===== src/rtl/wprot_pkg.sv =====
package wprot_pkg;

  typedef enum logic [1:0] {
    STEP0 = 2'd0,
    STEP1 = 2'd1,
    STEP2 = 2'd2,
    STEP3 = 2'd3
  } seq_step_e;

  localparam logic [1:0] KEY_A = 2'b00;
  localparam logic [1:0] KEY_B = 2'b01;
  localparam logic [1:0] KEY_C = 2'b11;
  localparam logic [1:0] KEY_D = 2'b10;

  function automatic logic [1:0] key_for(seq_step_e s);
    case (s)
      STEP0:   key_for = KEY_A;
      STEP1:   key_for = KEY_B;
      STEP2:   key_for = KEY_C;
      default: key_for = KEY_D;
    endcase
  endfunction

endpackage


===== src/rtl/key_seq_detect.sv =====
module key_seq_detect
  import wprot_pkg::*;
(
  input  logic       clk,
  input  logic       rst,
  input  logic       ctrl_wr,
  input  logic       other_wr,
  input  logic [1:0] code,
  output logic       done
);

  seq_step_e  step_q;
  logic [1:0] expect_code;
  logic       hit;

  always_comb begin
    expect_code = key_for(step_q);
    hit         = ctrl_wr && (code == expect_code);
    done        = hit && (step_q == STEP3);
  end

  always_ff @(posedge clk) begin
    if (rst) begin
      step_q <= STEP0;
    end else if (other_wr) begin
      step_q <= STEP0;
    end else if (ctrl_wr) begin
      if (hit) begin
        step_q <= (step_q == STEP3) ? STEP0 : seq_step_e'(step_q + 2'd1);
      end else begin
        step_q <= (code == KEY_A) ? STEP1 : STEP0;
      end
    end
  end

  p_clear_on_other_r7: assert property (@(posedge clk) disable iff (rst)
    other_wr |=> (step_q == STEP0));

  p_idle_holds_r11: assert property (@(posedge clk) disable iff (rst)
    (!ctrl_wr && !other_wr) |=> $stable(step_q));

  p_done_rearms_r5: assert property (@(posedge clk) disable iff (rst)
    done |=> (step_q == STEP0));

  p_wrong_a_r6: assert property (@(posedge clk) disable iff (rst)
    (ctrl_wr && !other_wr && step_q != STEP0 && code == KEY_A) |=> (step_q == STEP1));

endmodule


===== src/rtl/window_timer.sv =====
module window_timer #(
  parameter int INIT_SECS = 15,
  parameter int OPEN_SECS = 2,
  localparam int MAX_SECS = (INIT_SECS > OPEN_SECS) ? INIT_SECS : OPEN_SECS,
  localparam int CNT_W    = $clog2(MAX_SECS + 1)
) (
  input  logic clk,
  input  logic rst,
  input  logic tick,
  input  logic open_req,
  input  logic close_req,
  output logic locked_o
);

  localparam logic [CNT_W-1:0] INIT_LAST = CNT_W'(INIT_SECS - 1);
  localparam logic [CNT_W-1:0] OPEN_LAST = CNT_W'(OPEN_SECS - 1);

  logic [CNT_W-1:0] cnt_q;
  logic [CNT_W-1:0] last_q;
  logic             locked_q;

  always_ff @(posedge clk) begin
    if (rst) begin
      locked_q <= 1'b0;
      cnt_q    <= '0;
      last_q   <= INIT_LAST;
    end else if (open_req) begin
      locked_q <= 1'b0;
      cnt_q    <= '0;
      last_q   <= OPEN_LAST;
    end else if (close_req) begin
      locked_q <= 1'b1;
      cnt_q    <= '0;
    end else if (tick && !locked_q) begin
      if (cnt_q == last_q) begin
        locked_q <= 1'b1;
        cnt_q    <= '0;
      end else begin
        cnt_q <= cnt_q + 1'b1;
      end
    end
  end

  assign locked_o = locked_q;

  p_open_r5: assert property (@(posedge clk) disable iff (rst)
    open_req |=> !locked_q);

  p_close_r9: assert property (@(posedge clk) disable iff (rst)
    (close_req && !open_req) |=> locked_q);

  p_hold_lock_r3: assert property (@(posedge clk) disable iff (rst)
    (locked_q && !open_req) |=> locked_q);

  p_no_early_lock_r8: assert property (@(posedge clk) disable iff (rst)
    (!locked_q && !tick && !close_req) |=> !locked_q);

  p_tick_bounded_r12: assert property (@(posedge clk) disable iff (rst)
    (!locked_q && tick && !close_req && !open_req) |=> (cnt_q <= last_q));

endmodule


===== src/rtl/wprot_gate.sv =====
module wprot_gate #(
  parameter int ADDR_W    = 4,
  parameter int DATA_W    = 8,
  parameter int CTRL_ADDR = 0,
  parameter int INIT_SECS = 15,
  parameter int OPEN_SECS = 2
) (
  input  logic              clk,
  input  logic              rst,
  input  logic              tick_1hz,
  input  logic              wr_en,
  input  logic [ADDR_W-1:0] wr_addr,
  input  logic [DATA_W-1:0] wr_data,
  output logic              wr_allow,
  output logic              locked
);

  localparam logic [ADDR_W-1:0] CTRL_A = ADDR_W'(CTRL_ADDR);

  logic ctrl_wr;
  logic other_wr;
  logic seq_done;
  logic lock_q;

  assign ctrl_wr  = wr_en && (wr_addr == CTRL_A);
  assign other_wr = wr_en && (wr_addr != CTRL_A);

  key_seq_detect u_seq (
    .clk      (clk),
    .rst      (rst),
    .ctrl_wr  (ctrl_wr),
    .other_wr (other_wr),
    .code     (wr_data[1:0]),
    .done     (seq_done)
  );

  window_timer #(
    .INIT_SECS (INIT_SECS),
    .OPEN_SECS (OPEN_SECS)
  ) u_timer (
    .clk       (clk),
    .rst       (rst),
    .tick      (tick_1hz),
    .open_req  (seq_done),
    .close_req (ctrl_wr),
    .locked_o  (lock_q)
  );

  assign wr_allow = other_wr && !lock_q;
  assign locked   = lock_q;

  p_ctrl_never_allowed_r4: assert property (@(posedge clk) disable iff (rst)
    (wr_en && wr_addr == CTRL_A) |-> !wr_allow);

  p_reset_open_r1: assert property (@(posedge clk)
    $past(rst) |-> !locked);

endmodule


===== config.mk =====
export PLATFORM = sky130hd
export DESIGN_NAME = wprot_gate
export DESIGN_NICKNAME = d
export VERILOG_FILES = /design/src/rtl/wprot_pkg.sv /design/src/rtl/key_seq_detect.sv /design/src/rtl/window_timer.sv /design/src/rtl/wprot_gate.sv
export SDC_FILE = /design/constraint.sdc
export NUM_CORES = 1
export LEC_CHECK = 0
export ABC_AREA = 1
export BUFFER_PORTS_ARGS = -buffer_cell sky130_fd_sc_hd__buf_2
export CAP_MARGIN = 10
export CORE_MARGIN = 3
export CORE_UTILIZATION = 40
export CTS_CLUSTER_SIZE = 40
export DETAILED_ROUTE_END_ITERATION = 10
export PLACE_DENSITY = 0.66
export SYNTH_ARGS = -nofsm -noshare
export SYNTH_HDL_FRONTEND = slang
export SYNTH_SLANG_ARGS = --single-unit

===== constraint.sdc =====
create_clock -name clk -period 1.2 [get_ports clk]
set_input_delay 0.06 -clock clk [delete_from_list [all_inputs] [get_ports clk]]
set_output_delay 0.06 -clock clk [all_outputs]
set_load 0.005 [all_outputs]

# After elaboration in Yosys (flattened, before gate mapping)
# Cells that the tools add are included.
# word_totals
in_bits,16
output_inout_bits,2
ff_bits,11
word_cells,36
# classes
addsub,2
n_mux,8
n_eq_ne,5
n_reduce_logical,17
# op_table
op,n
logical AND 1 bit,6
one-hot mux 2 bit (3 select lines),1
"adder 4 x 1 -> 4 bit, second input constant",1
"equality test 2 bit, second input constant",2
equality test 4 bit,1
zero test 2 bit,2
zero test 4 bit,1
two-way mux 1 bit,4
two-way mux 2 bit,2
two-way mux 4 bit,1
nonzero test 2 bit,2
nonzero test 4 bit,1
OR reduction 2 bit,2
OR reduction 3 bit,1
"adder 2 x 1 -> 2 bit, second input constant",1
"equality test 2 x 1 -> 1 bit, second input constant",1
equality test 2 bit,1
AND reduction 2 bit,1
zero test 1 bit,1

# Longest topological paths before layout
# logic_depth
word_depth,6
ltp_mapped,10
mapped_depth_nobuf,10

# Cells and area by module
# A second synthesis with hierarchy kept.
# hier_totals
cells_unflattened,89
area_unflattened_um2,550.5
# modules_own_cells
module,cells_each,n_inst,seq_area_each_um2,area_per_inst_um2
window_timer,53,1,140.1,357.8
key_seq_detect,28,1,40.0,157.7
wprot_gate,8,1,0.0,35.0

# Worst setup path after synthesis
# Ideal clock, no wire load.
# synth_path
path_kind,register to register
start,register u_seq.step_q[0]
end,register u_seq.step_q[0]
path_buffers,0
setup_ns,0.115
synth_period_minus_slack_ns,1.359
stages_incl_launch_ff,11
arrival_time_ns,1.244
setup_slack_ns,-0.159
required_time_ns,1.085
path_cell_list,dfxtp_1 inv_1 ha_1 inv_1 nand2_1 nand2_1 nand3_4 nor2_4 nand2_1 nand2_1 a21oi_2
# synth_via
elab_chain_cells,5
elab_cells_between_ends,10
cone_classes,1 x add/sub; 4 x eq/ne; 3 x mux; 2 x reduce/logical
# synth_lines
item,line_no,rtl
"start, declared",key_seq_detect.sv:12,seq_step_e step_q;
"start signal, assigned",key_seq_detect.sv:29,step_q <= (step_q == STEP3) ? STEP0 : seq_step_e'(step_q + 2'd1);
"start signal, assigned",key_seq_detect.sv:31,step_q <= (code == KEY_A) ? STEP1 : STEP0;
equality test 2 bit (tied with other cells),wprot_pkg.sv:16,case (s)
one-hot mux 2 bit (3 select lines),wprot_pkg.sv:16,
equality test 2 bit,key_seq_detect.sv:18,hit = ctrl_wr && (code == expect_code);
logical AND 1 bit,key_seq_detect.sv:18,
two-way mux 2 bit (*),key_seq_detect.sv:28,if (hit) begin
# Every way passes the cells marked *; elsewhere a longest branch is shown, timed or not.
# A chain may end at the register's enable or synchronous reset.

# Final worst setup path
# Same ends and word-level chain as after synthesis.

==> results.cfg <==
[finish]
finalInstanceArea_um2 = 741
fin_util = 0.617
fillers = 114
layout-drive-gt1-share = 0.438
finalNonFillerCells = 110
final_cell_mix = 15 x nand2_1, 11 x buf_2, 8 x inv_1
area_growth_pct = 31.8
fin_nets = 116
layout_commonest_cell = nand2_1
multiInputGateArea_um2 = 369
antenna_cells = 0
final-seq-area_um2 = 183

[route]
wl_mm = 1.13
top_layer = met4
drt-initial-drc-count = 11
ant_nets = 0
wl_met2_um = 490
wl_met3_um = 106
wl_per_cell_um = 10.3
drc = 0
drtPass1Iterations = 4
m1WireLength_um = 521
drt-vias-per-instance = 4.72
vias = 519

[critical_path]
crit_chain = inv_2 -> ha_4 -> nand2_2 -> nand2_2 -> nand3_4 -> nor2_4 -> nand2_1 -> nand2_1 -> a21oi_2
required_ps = 1350
cp.arrival_ps = 1470
slowest_delay_ps = 340
worst-path-max-fanout = 3
critPathLaunchType = register
worstSetupPathType = reg2reg
worstSetupEndpointType = register
slowest_stage = dfxtp_2

[sta]
drv_slew = 0
rsz0062_at_grt = true
period_minus_slack_ps = 1320
slew_headroom = 0.873
worst_pin_slew_ps = 189
clock_skew_ps = 6.12
timing.fmax_mhz = 759
hold_violations = 0
setup_slack_ps = -117
min_period_over_period = 1.10
final-setup-viol-count = 5

[status]
violations = negative setup slack
status = finished, violations left

[power]
ir_worst_vdd_mv = 0.613
p_seq_frac = 0.496
p_total_uw = 646
p_leak_nw = 0.349
switching_share = 0.263
powerDensity_mw_per_mm2 = 873
p_int_uw = 477
power_switching_uw = 170
clock_power_share = 0.364
p_comb_frac = 0.140

[floorplanning]
dieArea_mm2 = 0.00189
start_util = 0.468
core-area_mm2 = 0.00120
die_w_um = 43.5
die_h_um = 43.5
ioPinCount = 18
num_rows = 12

[synth]
synthCells = 74
ys_ff_latch = 9
synth_top_area_frac = 0.321
yosys_warnings = 0
syn_nets = 93
synth_top_cell_by_area = dfxtp_1
yosysSeqAreaShare = 0.321
syn_area_per_cell_um2 = 7.59
netlist_top_cells_area = dfxtp_1 32%, nand2_1 13%, ha_1 6.7%, inv_1 6.7%, nor2_1 4.7%
syn_area_um2 = 562
yosysUniqueCellTypes = 19

[cts]
cts_buffer_depth = 2
cts_num_sinks = 9
clock_latency_ps = 270
cts_made_buffers = 3
hold_buffers = 0
root_buffer = clkbuf_4
clk_pin_slew_worst_paths_ps = 60
cts_tree = done
htreeDepth = 1

[placement]
gp_congestion = 0.821
place_area_um2 = 669
io_buffers = 11
dp_cells = 101
hpwl_um = 868

[min_path]
hp-class = in2reg

[grt]
grt_usage = 0.150
antenna_found_initial = 0
grt_pass1_wl_mm = 2.12
grt_pass1_vias = 492
grt_start_max_net_pins = 8
grt_overflow = 0

[run]
drv_cap = 0
layout make-up:
class / count / area share
Multi-Input combinational cell: 55 / 0.498
Clock buffer: 4 / 0.0355
Tap cell: 14 / 0.0236
Inverter: 10 / 0.0507
Timing Repair Buffer: 18 / 0.145
Sequential cell: 9 / 0.247
kinds of logic after synthesis:
| group | share of synthesized area |
|---|---|
| DFF | 0.321 |
| and+or+nand+nor | 0.381 |
| adders and majority gates | 0.0668 |
| AOI/OAI and AO/OA | 0.102 |
| buffers and inverters | 0.0668 |
| xor gates and xnor gates | 0.0624 |
cell usage after synthesis:
cell,count
nand2_1,20
inv_1,10
dfxtp_1,9
nor2_1,7
a21oi_2,3
ha_1,3
o21ai_0,3
xor2_1,3
nand2_2,2
nand3_1,2
nand4_1,2
nor2_4,2
nor3_1,2
nand3_4,1
nand4_4,1
nor2_2,1
o21a_1,1
o21ai_2,1
xnor2_1,1
power groups by stage:
stage,registers [mW],clock network (mW),logic [mW]
after floorplan,0.325,0,0.0585
after global placement,0.327,0,0.0877
after detailed placement,0.327,0,0.0889
after CTS,0.320,0.242,0.0909
after global routing,0.322,0.259,0.104
final,0.321,0.235,0.0905
worst max-delay path: cells and delay by family, from the launching register on:
family	cells	cell delay [ps]
compound gates	1	50
fa+ha+maj	1	270
simple gates	6	500
buf+inv	1	50
flops	1	340
metal layers:
metal / vias up / track usage
met3: 3 / 0.0664
met1: 219 / 0.192
met2: 17 / 0.221
met5: - / 0
met4: 0 / 0.0542
li1: 280 / -
what timing repair did:
| action | in CTS | in global routing |
|---|---|---|
| pin swaps | 3 | 2 |
| buffers inserted | 5 | 0 |
| setup endpoints to repair | 5 | 5 |
| hold endpoints to repair | 0 | 0 |
| gates cloned | 0 | 0 |
| gates resized for setup | 1 | 2 |
final timing paths:
kind | start | endpoint | slack [ps] | depth (start not counted)
worst max-delay path | u_seq.step_q[0]$_SDFFE_PP0P_ | u_seq.step_q[0]$_SDFFE_PP0P_ | -120 | 9
worst min register to register | u_timer.last_q[2]$_SDFFE_PP1P_ | u_timer.last_q[2]$_SDFFE_PP1P_ | 480 | 2
worst max register to register | u_seq.step_q[0]$_SDFFE_PP0P_ | u_seq.step_q[0]$_SDFFE_PP0P_ | -120 | 9
worst min-delay path | rst | u_timer.last_q[2]$_SDFFE_PP1P_ | 50 | 3
metrics by stage:
stage / hold WS (ps) / TNS, ps / setup WS, ps
after detailed placement: 323 / -361 / -111
final: 52.3 / -357 / -117
after floorplan: 208 / -76.5 / -29.8
after global placement: 325 / -232 / -79.6
after CTS: 40.2 / -301 / -93.3
after global routing: 83.8 / -764 / -185
registers in the layout (all words and copies together), names as in the netlist:
register / cells
u_seq.step_q: 2
u_timer.cnt_q: 4
u_timer.last_q: 2
u_timer.locked_o: 1
(Power assumes the default switching activity.)
